$ cat config.mk
export PLATFORM = sky130hd
export DESIGN_NAME = spim_master
export DESIGN_NICKNAME = d
export VERILOG_FILES = /design/src/rtl/spim_pkg.sv /design/src/rtl/spim_cfg.sv /design/src/rtl/spim_tick.sv /design/src/rtl/spim_engine.sv /design/src/rtl/spim_master.sv
export SDC_FILE = /design/constraint.sdc
export NUM_CORES = 1
export LEC_CHECK = 0
export BUFFER_PORTS_ARGS = -buffer_cell sky130_fd_sc_hd__buf_2
export CORE_MARGIN = 1
export CORE_UTILIZATION = 60
export CTS_BUF_LIST = sky130_fd_sc_hd__clkbuf_4 sky130_fd_sc_hd__clkbuf_8
export CTS_CLUSTER_DIAMETER = 40
export DETAILED_ROUTE_END_ITERATION = 10
export PLACE_DENSITY_LB_ADDON = 0.1
export SLEW_MARGIN = 10
export SYNTH_ARGS = -nofsm -noshare
export SYNTH_HDL_FRONTEND = slang
export SYNTH_HIERARCHICAL = 1
export SYNTH_SLANG_ARGS = --single-unit
$ cat constraint.sdc
create_clock -name clk -period 4.99 [get_ports clk]
set_input_delay 1.497 -clock clk [delete_from_list [all_inputs] [get_ports clk]]
set_output_delay 1.497 -clock clk [all_outputs]
set_load 0.01 [all_outputs]
$ cat src/rtl/spim_pkg.sv
package spim_pkg;
    localparam int CS_N = 9;
    localparam int CW   = 16;
    localparam int BW   = 8;
    localparam int HW   = $clog2(2 * BW);
    localparam logic [HW-1:0] LAST_H = HW'(2 * BW - 1);
    localparam logic [CS_N-1:0] DEF_IDLE = {CS_N{1'b1}};
    localparam logic [CS_N-1:0] DEF_ACT  = ~(CS_N'(1) << 1);
    localparam logic [CW-1:0]   DEF_CNT  = CW'(4);

    typedef struct packed {
        logic [1:0]      mode;
        logic [CW-1:0]   div;
        logic [CW-1:0]   count;
        logic [CS_N-1:0] idle_cs;
        logic [CS_N-1:0] act_cs;
        logic [CW-1:0]   lead;
        logic [CW-1:0]   gap;
        logic [CW-1:0]   trail;
    } cfg_t;

    typedef enum logic [2:0] {S_IDLE, S_LEAD, S_WAIT, S_XFER, S_GAP, S_TRAIL} st_t;

    typedef struct packed {
        st_t             state;
        logic [CW-1:0]   dcnt;
        logic [HW-1:0]   hcnt;
        logic [CW-1:0]   bleft;
        logic [BW-1:0]   txsh;
        logic [BW-1:0]   rxsh;
        logic            mosi;
        logic            sck;
        logic [CS_N-1:0] cs;
        logic            pend;
        logic [BW-1:0]   rxd;
        logic            rxv;
        logic            done;
        logic            aborted;
        logic [1:0]      mode;
        logic [CW-1:0]   div;
        logic [CW-1:0]   gap;
        logic [CW-1:0]   trail;
    } eng_t;
endpackage

$ cat src/rtl/spim_cfg.sv
module spim_cfg
    import spim_pkg::*;
#(
    parameter logic [CW-1:0] DEF_HALF = CW'(25)
) (
    input  logic        clk,
    input  logic        rst_n,
    input  logic        we,
    input  logic [2:0]  addr,
    input  logic [CW-1:0] wdata,
    output cfg_t        cfg
);
    cfg_t cfg_d, cfg_q;

    always_comb begin
        cfg_d = cfg_q;
        if (we) begin
            case (addr)
                3'd0: cfg_d.mode    = wdata[1:0];
                3'd1: cfg_d.div     = wdata;
                3'd2: cfg_d.count   = wdata;
                3'd3: cfg_d.idle_cs = wdata[CS_N-1:0];
                3'd4: cfg_d.act_cs  = wdata[CS_N-1:0];
                3'd5: cfg_d.lead    = wdata;
                3'd6: cfg_d.gap     = wdata;
                3'd7: cfg_d.trail   = wdata;
            endcase
        end
    end

    always_ff @(posedge clk or negedge rst_n) begin
        if (!rst_n) begin
            cfg_q         <= '0;
            cfg_q.div     <= DEF_HALF;
            cfg_q.count   <= DEF_CNT;
            cfg_q.idle_cs <= DEF_IDLE;
            cfg_q.act_cs  <= DEF_ACT;
        end else begin
            cfg_q <= cfg_d;
        end
    end

    assign cfg = cfg_q;
endmodule

$ cat src/rtl/spim_tick.sv
module spim_tick
    import spim_pkg::*;
(
    input  logic          clk,
    input  logic          rst_n,
    input  logic          en,
    input  logic          clr,
    input  logic [CW-1:0] div,
    output logic          tick
);
    logic [CW-1:0] cnt_d, cnt_q;
    logic [CW-1:0] lim;

    always_comb begin
        lim   = (div == '0) ? CW'(0) : div - CW'(1);
        tick  = en && (cnt_q == lim);
        cnt_d = cnt_q + CW'(1);
        if (!en || clr || tick) cnt_d = '0;
    end

    always_ff @(posedge clk or negedge rst_n) begin
        if (!rst_n) cnt_q <= '0;
        else        cnt_q <= cnt_d;
    end
endmodule

$ cat src/rtl/spim_engine.sv
module spim_engine
    import spim_pkg::*;
(
    input  logic            clk,
    input  logic            rst_n,
    input  cfg_t            cfg,
    input  logic            start,
    input  logic            cancel,
    input  logic            tick,
    input  logic            tx_valid,
    input  logic [BW-1:0]   tx_data,
    output logic            tx_ready,
    input  logic            rx_ready,
    input  logic            miso,
    output logic            rx_valid,
    output logic [BW-1:0]   rx_data,
    output logic            sck,
    output logic            mosi,
    output logic [CS_N-1:0] cs_o,
    output logic            busy,
    output logic            done,
    output logic            aborted,
    output logic            tick_en,
    output logic            tick_clr,
    output logic [CW-1:0]   div
);
    eng_t d, q;
    logic stop_req;

    always_comb begin
        d = q;
        d.done    = 1'b0;
        d.aborted = 1'b0;
        if (rx_ready) d.rxv = 1'b0;
        stop_req = q.pend | cancel;
        tx_ready = (q.state == S_WAIT) && !q.rxv && !stop_req;
        if (q.state != S_IDLE && q.state != S_TRAIL && cancel) d.pend = 1'b1;

        case (q.state)
            S_IDLE: begin
                d.cs   = cfg.idle_cs;
                d.sck  = cfg.mode[1];
                d.pend = 1'b0;
                if (start && cfg.count != '0) begin
                    d.state = S_LEAD;
                    d.cs    = cfg.act_cs;
                    d.bleft = cfg.count;
                    d.dcnt  = cfg.lead;
                    d.mode  = cfg.mode;
                    d.div   = cfg.div;
                    d.gap   = cfg.gap;
                    d.trail = cfg.trail;
                end
            end
            S_LEAD, S_GAP: begin
                if (stop_req) begin
                    d.state = S_TRAIL;
                    d.dcnt  = q.trail;
                end else if (q.dcnt == '0) begin
                    d.state = S_WAIT;
                end else if (tick) begin
                    d.dcnt = q.dcnt - CW'(1);
                end
            end
            S_WAIT: begin
                if (stop_req) begin
                    d.state = S_TRAIL;
                    d.dcnt  = q.trail;
                end else if (tx_valid && tx_ready) begin
                    d.state = S_XFER;
                    d.hcnt  = '0;
                    d.rxsh  = '0;
                    if (!q.mode[0]) begin
                        d.mosi = tx_data[BW-1];
                        d.txsh = {tx_data[BW-2:0], 1'b0};
                    end else begin
                        d.txsh = tx_data;
                    end
                end
            end
            S_XFER: begin
                if (tick) begin
                    d.sck  = ~q.sck;
                    d.hcnt = q.hcnt + HW'(1);
                    if (q.hcnt[0] == q.mode[0]) begin
                        d.rxsh = {q.rxsh[BW-2:0], miso};
                    end else if (!(!q.mode[0] && q.hcnt == LAST_H)) begin
                        d.mosi = q.txsh[BW-1];
                        d.txsh = {q.txsh[BW-2:0], 1'b0};
                    end
                    if (q.hcnt == LAST_H) begin
                        d.rxd   = d.rxsh;
                        d.rxv   = 1'b1;
                        d.bleft = q.bleft - CW'(1);
                        if (q.bleft == CW'(1) || stop_req) begin
                            d.state = S_TRAIL;
                            d.dcnt  = q.trail;
                        end else begin
                            d.state = S_GAP;
                            d.dcnt  = q.gap;
                        end
                    end
                end
            end
            S_TRAIL: begin
                if (q.dcnt == '0) begin
                    d.state   = S_IDLE;
                    d.cs      = cfg.idle_cs;
                    d.done    = 1'b1;
                    d.aborted = q.pend;
                end else if (tick) begin
                    d.dcnt = q.dcnt - CW'(1);
                end
            end
            default: d.state = S_IDLE;
        endcase
    end

    always_ff @(posedge clk or negedge rst_n) begin
        if (!rst_n) begin
            q    <= '0;
            q.cs <= DEF_IDLE;
        end else begin
            q <= d;
        end
    end

    assign tick_en  = (q.state == S_LEAD) || (q.state == S_XFER) ||
                      (q.state == S_GAP)  || (q.state == S_TRAIL);
    assign tick_clr = (d.state != q.state);
    assign div      = q.div;
    assign rx_valid = q.rxv;
    assign rx_data  = q.rxd;
    assign sck      = q.sck;
    assign mosi     = q.mosi;
    assign cs_o     = q.cs;
    assign busy     = (q.state != S_IDLE);
    assign done     = q.done;
    assign aborted  = q.aborted;
endmodule

$ cat src/rtl/spim_master.sv
module spim_master
    import spim_pkg::*;
#(
    parameter int CLK_HZ  = 50_000_000,
    parameter int DEF_BPS = 1_000_000
) (
    input  logic        clk,
    input  logic        rst_n,
    input  logic        cfg_we,
    input  logic [2:0]  cfg_addr,
    input  logic [15:0] cfg_wdata,
    input  logic        start,
    input  logic        cancel,
    input  logic        tx_valid,
    input  logic [7:0]  tx_data,
    output logic        tx_ready,
    output logic        rx_valid,
    output logic [7:0]  rx_data,
    input  logic        rx_ready,
    output logic        sck,
    output logic        mosi,
    input  logic        miso,
    output logic [8:0]  cs_o,
    output logic        busy,
    output logic        led_n,
    output logic        done,
    output logic        aborted
);
    localparam logic [CW-1:0] DEF_HALF = CW'(CLK_HZ / (2 * DEF_BPS));

    cfg_t          cfg_live;
    logic          tick, tick_en, tick_clr;
    logic [CW-1:0] tick_div;

    spim_cfg #(.DEF_HALF(DEF_HALF)) u_cfg (
        .clk(clk), .rst_n(rst_n), .we(cfg_we), .addr(cfg_addr),
        .wdata(cfg_wdata), .cfg(cfg_live)
    );

    spim_tick u_tick (
        .clk(clk), .rst_n(rst_n), .en(tick_en), .clr(tick_clr),
        .div(tick_div), .tick(tick)
    );

    spim_engine u_eng (
        .clk(clk), .rst_n(rst_n), .cfg(cfg_live), .start(start),
        .cancel(cancel), .tick(tick), .tx_valid(tx_valid),
        .tx_data(tx_data), .tx_ready(tx_ready), .rx_ready(rx_ready),
        .miso(miso), .rx_valid(rx_valid), .rx_data(rx_data), .sck(sck),
        .mosi(mosi), .cs_o(cs_o), .busy(busy), .done(done),
        .aborted(aborted), .tick_en(tick_en), .tick_clr(tick_clr),
        .div(tick_div)
    );

    assign led_n = ~busy;
endmodule

# --- Word-level counts from Yosys, hierarchy flattened ---
# Index checks and enable logic that the tools add are counted.
totals:
  register_bits: 243
  latch_bits: 0
  ram_bits: 0
  mem_bits_ro: 0
  inputBits: 35
  out_inout_bits: 25
  wordCells: 154
  mem_count: 0
classes:
  add_sub_neg: 5
  n_mul: 0
  div_mod_pow: 0
  magnitude_cmp: 0
  eq_ne: 28
  shifts: 0
  muxes: 44
  bitwise_logic: 3
  reduce_logical: 47
ops:
  columns: ["operator", "n"]
  rows:
  - ["$mux 16", 7]
  - ["$pmux 16 s5", 1]
  - ["$mux 19", 3]
  - ["$mux 57", 1]
  - ["$mux 17", 3]
  - ["$sub 16x1->16 const B", 3]
  - ["$pmux 17 s2", 1]
  - ["$logic_not 16->1", 2]
  - ["$mux 8", 4]
  - ["$pmux 16 s2", 1]
  - ["$reduce_and 2->1", 11]
  - ["$eq 3x3->1 const B", 6]
  - ["$mux 9", 2]
  - ["$pmux 9 s2", 1]
  - ["$add 16x1->16 const B", 1]
  - ["$eq 16x1->1 const B", 1]
  - ["$eq 16x16->1", 1]
  - ["$reduce_bool 16->1", 1]
  - ["$pmux 3 s5", 1]
  - ["$eq 3x2->1 const B", 4]
  - ["$mux 3", 4]
  - ["$ne 2x2->1 const B", 6]
  - ["$mux 1", 9]
  - ["$logic_and 1x1->1", 8]
  - ["other kinds (25)", 45]

# --- Longest topological paths before layout ---
logic_depth:
  depth_word: 13
  ltp_mapped: 24
  ltp_nobuf: 18

# --- Hierarchy ---
# The synthesis kept the hierarchy.
by_module_without_submodules:
  columns: ["module", "instances", "cells_per_inst", "area_each_um2", "seq_area_each_um2"]
  rows:
  - ["spim_engine", 1, 839, 7288.2, 3189.3]
  - ["spim_cfg", 1, 220, 3977.6, 2528.7]
  - ["spim_tick", 1, 200, 1579.0, 400.4]
  - ["spim_master", 1, 1, 3.8, 0.0]

# --- Worst setup path before layout ---
# OpenSTA, ideal clock, no wires.
synth_timing:
  path_type: "register -> register"
  from: "register u_eng.q (netlist bit u_eng/div[3])"
  to: "register u_tick.cnt_q[10]"
  setup_time_ns: 0.137
  t_arrival_ns: 4.241
  required_ns: 4.853
  setup_slack_ns: 0.612
  stages_incl_launch_ff: 21
  path_buffers: 5
  synth_period_minus_slack_ns: 4.378
  cell_sequence: "dfrtp_1 > buf_4 > or4_4 > or3_4 > xor2_1 > and4bb_1 > o22ai_1 > a2111oi_4 > and2_2 > buf_4 > and4b_1 > clkbuf_2 > nand2_1 > o22ai_1 > a31oi_1 > o221ai_1 > nor2b_1 > clkbuf_1 > clkbuf_1 > nand2_1 > a21oi_1"
synth_via:
  elab_chain_len: 10
  elab_cells_between_ends: 11
  classes_between: "add/sub (1); eq/ne (2); mux (4); reduce/logical (4)"
synth_rtl:
  columns: ["item", "line", "rtl"]
  rows:
  - ["start, declared", "spim_engine.sv:27", "eng_t d, q;"]
  - ["$sub 16x1->16 or $logic_not 16->1 (tied branches)", "spim_tick.sv:15", "lim = (div == '0) ? CW'(0) : div - CW'(1);"]
  - ["$mux 16 *", "spim_tick.sv:15", null]
  - ["$eq 16x16->1 *", "spim_tick.sv:16", "tick = en && (cnt_q == lim);"]
  - ["$logic_and 1x1->1 *", "spim_tick.sv:16", null]
  - ["net tick", "spim_master.sv:32", "logic tick, tick_en, tick_clr;"]
  - ["$mux 57 *", "spim_engine.sv:82", "if (tick) begin"]
  - ["$pmux 3 s5 *", "spim_engine.sv:39", "case (q.state)"]
  - ["$ne 3x3->1 *", "spim_engine.sv:130", "assign tick_clr = (d.state != q.state);"]
  - ["net tick_clr", "spim_master.sv:32", null]
  - ["$logic_or 1x1->1 * (2 in series)", "spim_tick.sv:18", "if (!en || clr || tick) cnt_d = '0;"]
  - ["$mux 16 *", "spim_tick.sv:18", null]
  - ["net u_tick.cnt_d[10]", "spim_tick.sv:11", "logic [CW-1:0] cnt_d, cnt_q;"]
  - ["end signal, assigned", "spim_tick.sv:23", "else cnt_q <= cnt_d;"]
  - ["end, declared", "spim_tick.sv:11", null]
# Mark *: on every way through the listed nets, which the timed path passes. The rest lies on a longest branch. The select of a mux whose other input is x is not followed.
# A chain may end at the register's enable or synchronous reset.

# --- Final worst setup path ---
layout_timing:
  from: "register u_eng.q (netlist bit u_eng/div[0])"
  to: "register u_tick.cnt_q[4]"
# Same word-level chain as after synthesis.

==> impl_results.md <==
- WS Path Type: register to register
- Synth async-reset ratio: 1.00
- Root buf cell: clkbuf_8
- Worst VDD drop: roughly 0.35 mV
- Total GRT Usage: 0.286
- Critical Path AT: slightly below 5000 ps
- Fin util: 0.663
- CTS sink count: 243
- Slew @ Worst Pin: 1160 ps
- Total grt overflow: 0
- Initial core utilization: 0.611
- PwrDens: roughly 570 nW/um2
- Tmin final: ~4400 ps
- Drt via density: between 6 and 7
- Synth cell types: 97
- # DRC: 0
- Rel. slew slack: 0.225
- Pin count of the biggest net entering global routing: between 80 and 90
- DIE AREA: between 20000 and 25000 um2
- Initial antenna violation count: 0
- H-tree levels: 2
- Most frequent cells in the layout: nand2_1, dfrtp_1, mux2_2
- CTS tree: yes
- Final Net Count: ~1300
- Status: complete, no violations
- Syn avg cell area: around 10 um2
- Wirelength per Cell: slightly below 20 um
- Hold_buf cts: 0
- Routed via count: about 9600
- Final setup TNS: 0 ps
- Final Max Tran Viols: 0
- Total wire length: between 30000 and 40000 um
- Final setup vio count: 0
- Number of global-route vias before repair: 9165
- Crit path max fanout: 16
- CP Buf/Inv Count: 2
- PostCTS Resize Cnt: 0
- Slowest cell delay on critical path: 480 ps
- Most used DFF post-synth: dfrtp_1
- CP endpoint kind: register
- Sequential area share after synthesis: 0.476
- Die Span X: about 150 um
- Post-Syn Nets: around 1300
- Crit path max-delay family: simple AND/OR/NAND/NOR gates
- Port bufs: a little under 60
- Worst-case clock buffer depth: 3
- FF+latch count, synth: ~240
- Number of synthesized flops with an enable pin: 0
- DPL Wire Length: slightly above 20000 um
- Share of cells above drive strength 1: 0.271
- IO Pins: 60
- Core area: 21000 um2
- Critical Path, Cell by Cell: inv_1 -> ha_1 -> nor3b_1 -> and4_1 -> and3_1 -> o221ai_1 -> a2111oi_4 -> and2_2 -> nand4_1 -> nor2_1 -> a21oi_1 -> o22ai_1 -> a31oi_1 -> o221ai_1 -> nor2b_1 -> buf_4 -> nand2_1 -> a21oi_1
- Die Y: between 100 and 150 um
- Diode count: 0
- Syn Std Cell Area: between 10000 and 15000 um2
- Postcts setup bufs: 0
- Commonest non-fill, non-tap cell in the layout: nand2_1
- Critical Path Source Type: register
- Placer Congestion: approximately 0.94
- Final hold vios: 0
- Clk_lat worst skew: ~560 ps
- First-pass DRT Iterations: 5
- Cells after Synth: 1260
- Leakage dissipation: about 0.0063 uW
- Final worst path period share: 0.880
- Hold crit path type: register to register
- First-pass GRT wire length: roughly 49000 um
- P&R area growth vs syn: 8.42%
- FP Rows: 53
- Clock skew: about 26 ps
- MaxCap Viol Count: 0
- Clk slew on worst S/H paths: ~60 ps
- Peak Freq: 228 MHz
- Synth warn: 6
- RSZ-0062 raised after global routing: no
- Drt initial violations: roughly 660
- Crit-path slowest cell: and4_1
- ANT nets after route: 0
- Worst Path Required: about 5400 ps
- CTS buffer count: 42
[per-layer routing]
layer  track usage  share of wire  vias to the layer above
met5             0              0                        -
met4         0.111          0.029                        0
met3        0.0420          0.051                       61
met2         0.466           0.48                      284
met1         0.386           0.44                     4704
li1              -              -                     4507
[area by class of cell]
type	count	area, um2
inverter	23	86.3
multi-input combinational	894	6040
clock inverter	9	73.8
fill	1699	7090
sequential	243	6120
timing repair buffer	81	483
tap	275	344
clock buffer	65	788
[per-stage QoR]
stage | hold slack (ps) | power, uW | worst slack, ps | cells | cell area (um2)
final | 459 | 8000 | 598 | 1590 | 13900
after global routing | 471 | 8550 | 317 | 1590 | 13900
after CTS | 462 | 8030 | 606 | 1590 | 13900
after detailed placement | 446 | 6170 | 607 | 1516 | 13100
after global placement | 440 | 6090 | 784 | 1516 | 13100
after floorplan | 433 | 5490 | 612 | 1260 | 12800
[cells by family (layout without fill, tap and decap cells)]
kind of cell               count (synthesis)  in the layout  synth area share
AOI/OAI and AO/OA                        267            267             0.134
xor gates and xnor gates                  34             34            0.0238
adders and majority gates                  7              7           0.00682
buffers and inverters                    123            178            0.0546
DFF                                      243            243             0.476
muxes                                    147            147             0.133
and+or+nand+nor                          439            439             0.172
[Yosys cell counts, types with 5 or more instances]
master / instances / area (um2)
buf_6: 7 / 78.8
dfstp_2: 30 / 788
nor2_1: 47 / 176
or3_1: 7 / 43.8
o21ai_0: 79 / 395
dfrtp_1: 213 / 5330
inv_1: 23 / 86.3
a32oi_1: 5 / 43.8
buf_4: 37 / 278
a31oi_1: 7 / 43.8
and2_1: 8 / 50.1
nor3_1: 19 / 95.1
ha_1: 7 / 87.6
nand4_1: 10 / 62.6
nor4b_1: 5 / 43.8
nand2_1: 236 / 886
mux2_2: 106 / 1190
buf_2: 11 / 55.1
clkbuf_1: 36 / 135
xnor2_1: 17 / 149
mux2i_1: 21 / 210
mux2_4: 20 / 300
nand2b_1: 6 / 37.5
and3_1: 10 / 62.6
nor4_1: 13 / 81.3
a221o_1: 6 / 60.1
nand3_1: 23 / 115
a21oi_1: 96 / 480
buf_1: 5 / 18.8
nor2b_1: 7 / 43.8
nor3b_1: 6 / 45.0
xor2_1: 16 / 140
o311ai_0: 6 / 52.6
or2_2: 6 / 37.5
[power breakdown]
part | leakage [uW] | internal, uW | switching (uW)
clock | 0.000456 | 1020 | 820
combinational | 0.00290 | 1380 | 1750
sequential | 0.00298 | 2510 | 522
[flip-flops by register name (all words and copies together) (netlist names), 8 cells and up]
name and cells:
u_eng/q 89, u_eng/div 16, u_eng/cs_o 9, u_tick/cnt_q 16, u_eng/rx_data 8, u_cfg/cfg 100
[final timing paths]
kind | startpoint | endpoint | slack (ps) | depth (start not counted)
worst min register to register | u_cfg/cfg[25]$_DFFE_PN0P_ | u_eng/q[25]$_DFFE_PN0P_ | 460 | 2
worst max-delay path | u_eng/div[0]$_DFFE_PN0P_ | u_tick/cnt_q[4]$_DFF_PN0_ | 600 | 18
worst max register to register | u_eng/div[0]$_DFFE_PN0P_ | u_tick/cnt_q[4]$_DFF_PN0_ | 600 | 18
min in group asynchronous | rst_n | u_eng/q[77]$_DFFE_PN0P_ | 910 | 1
worst min-delay path | u_cfg/cfg[25]$_DFFE_PN0P_ | u_eng/q[25]$_DFFE_PN0P_ | 460 | 2
max in group asynchronous | rst_n | u_cfg/cfg[82]$_DFFE_PN1P_ | 3000 | 2
[worst register-to-register path: cells and delay by family (launching register included)]
family / cells / cell delay, ps
compound gates: 7 / 1200
flops: 1 / 440
simple gates: 8 / 2040
fa+ha+maj: 1 / 270
buf+inv: 2 / 320
No activity file was read; power rests on OpenSTA's default activity.
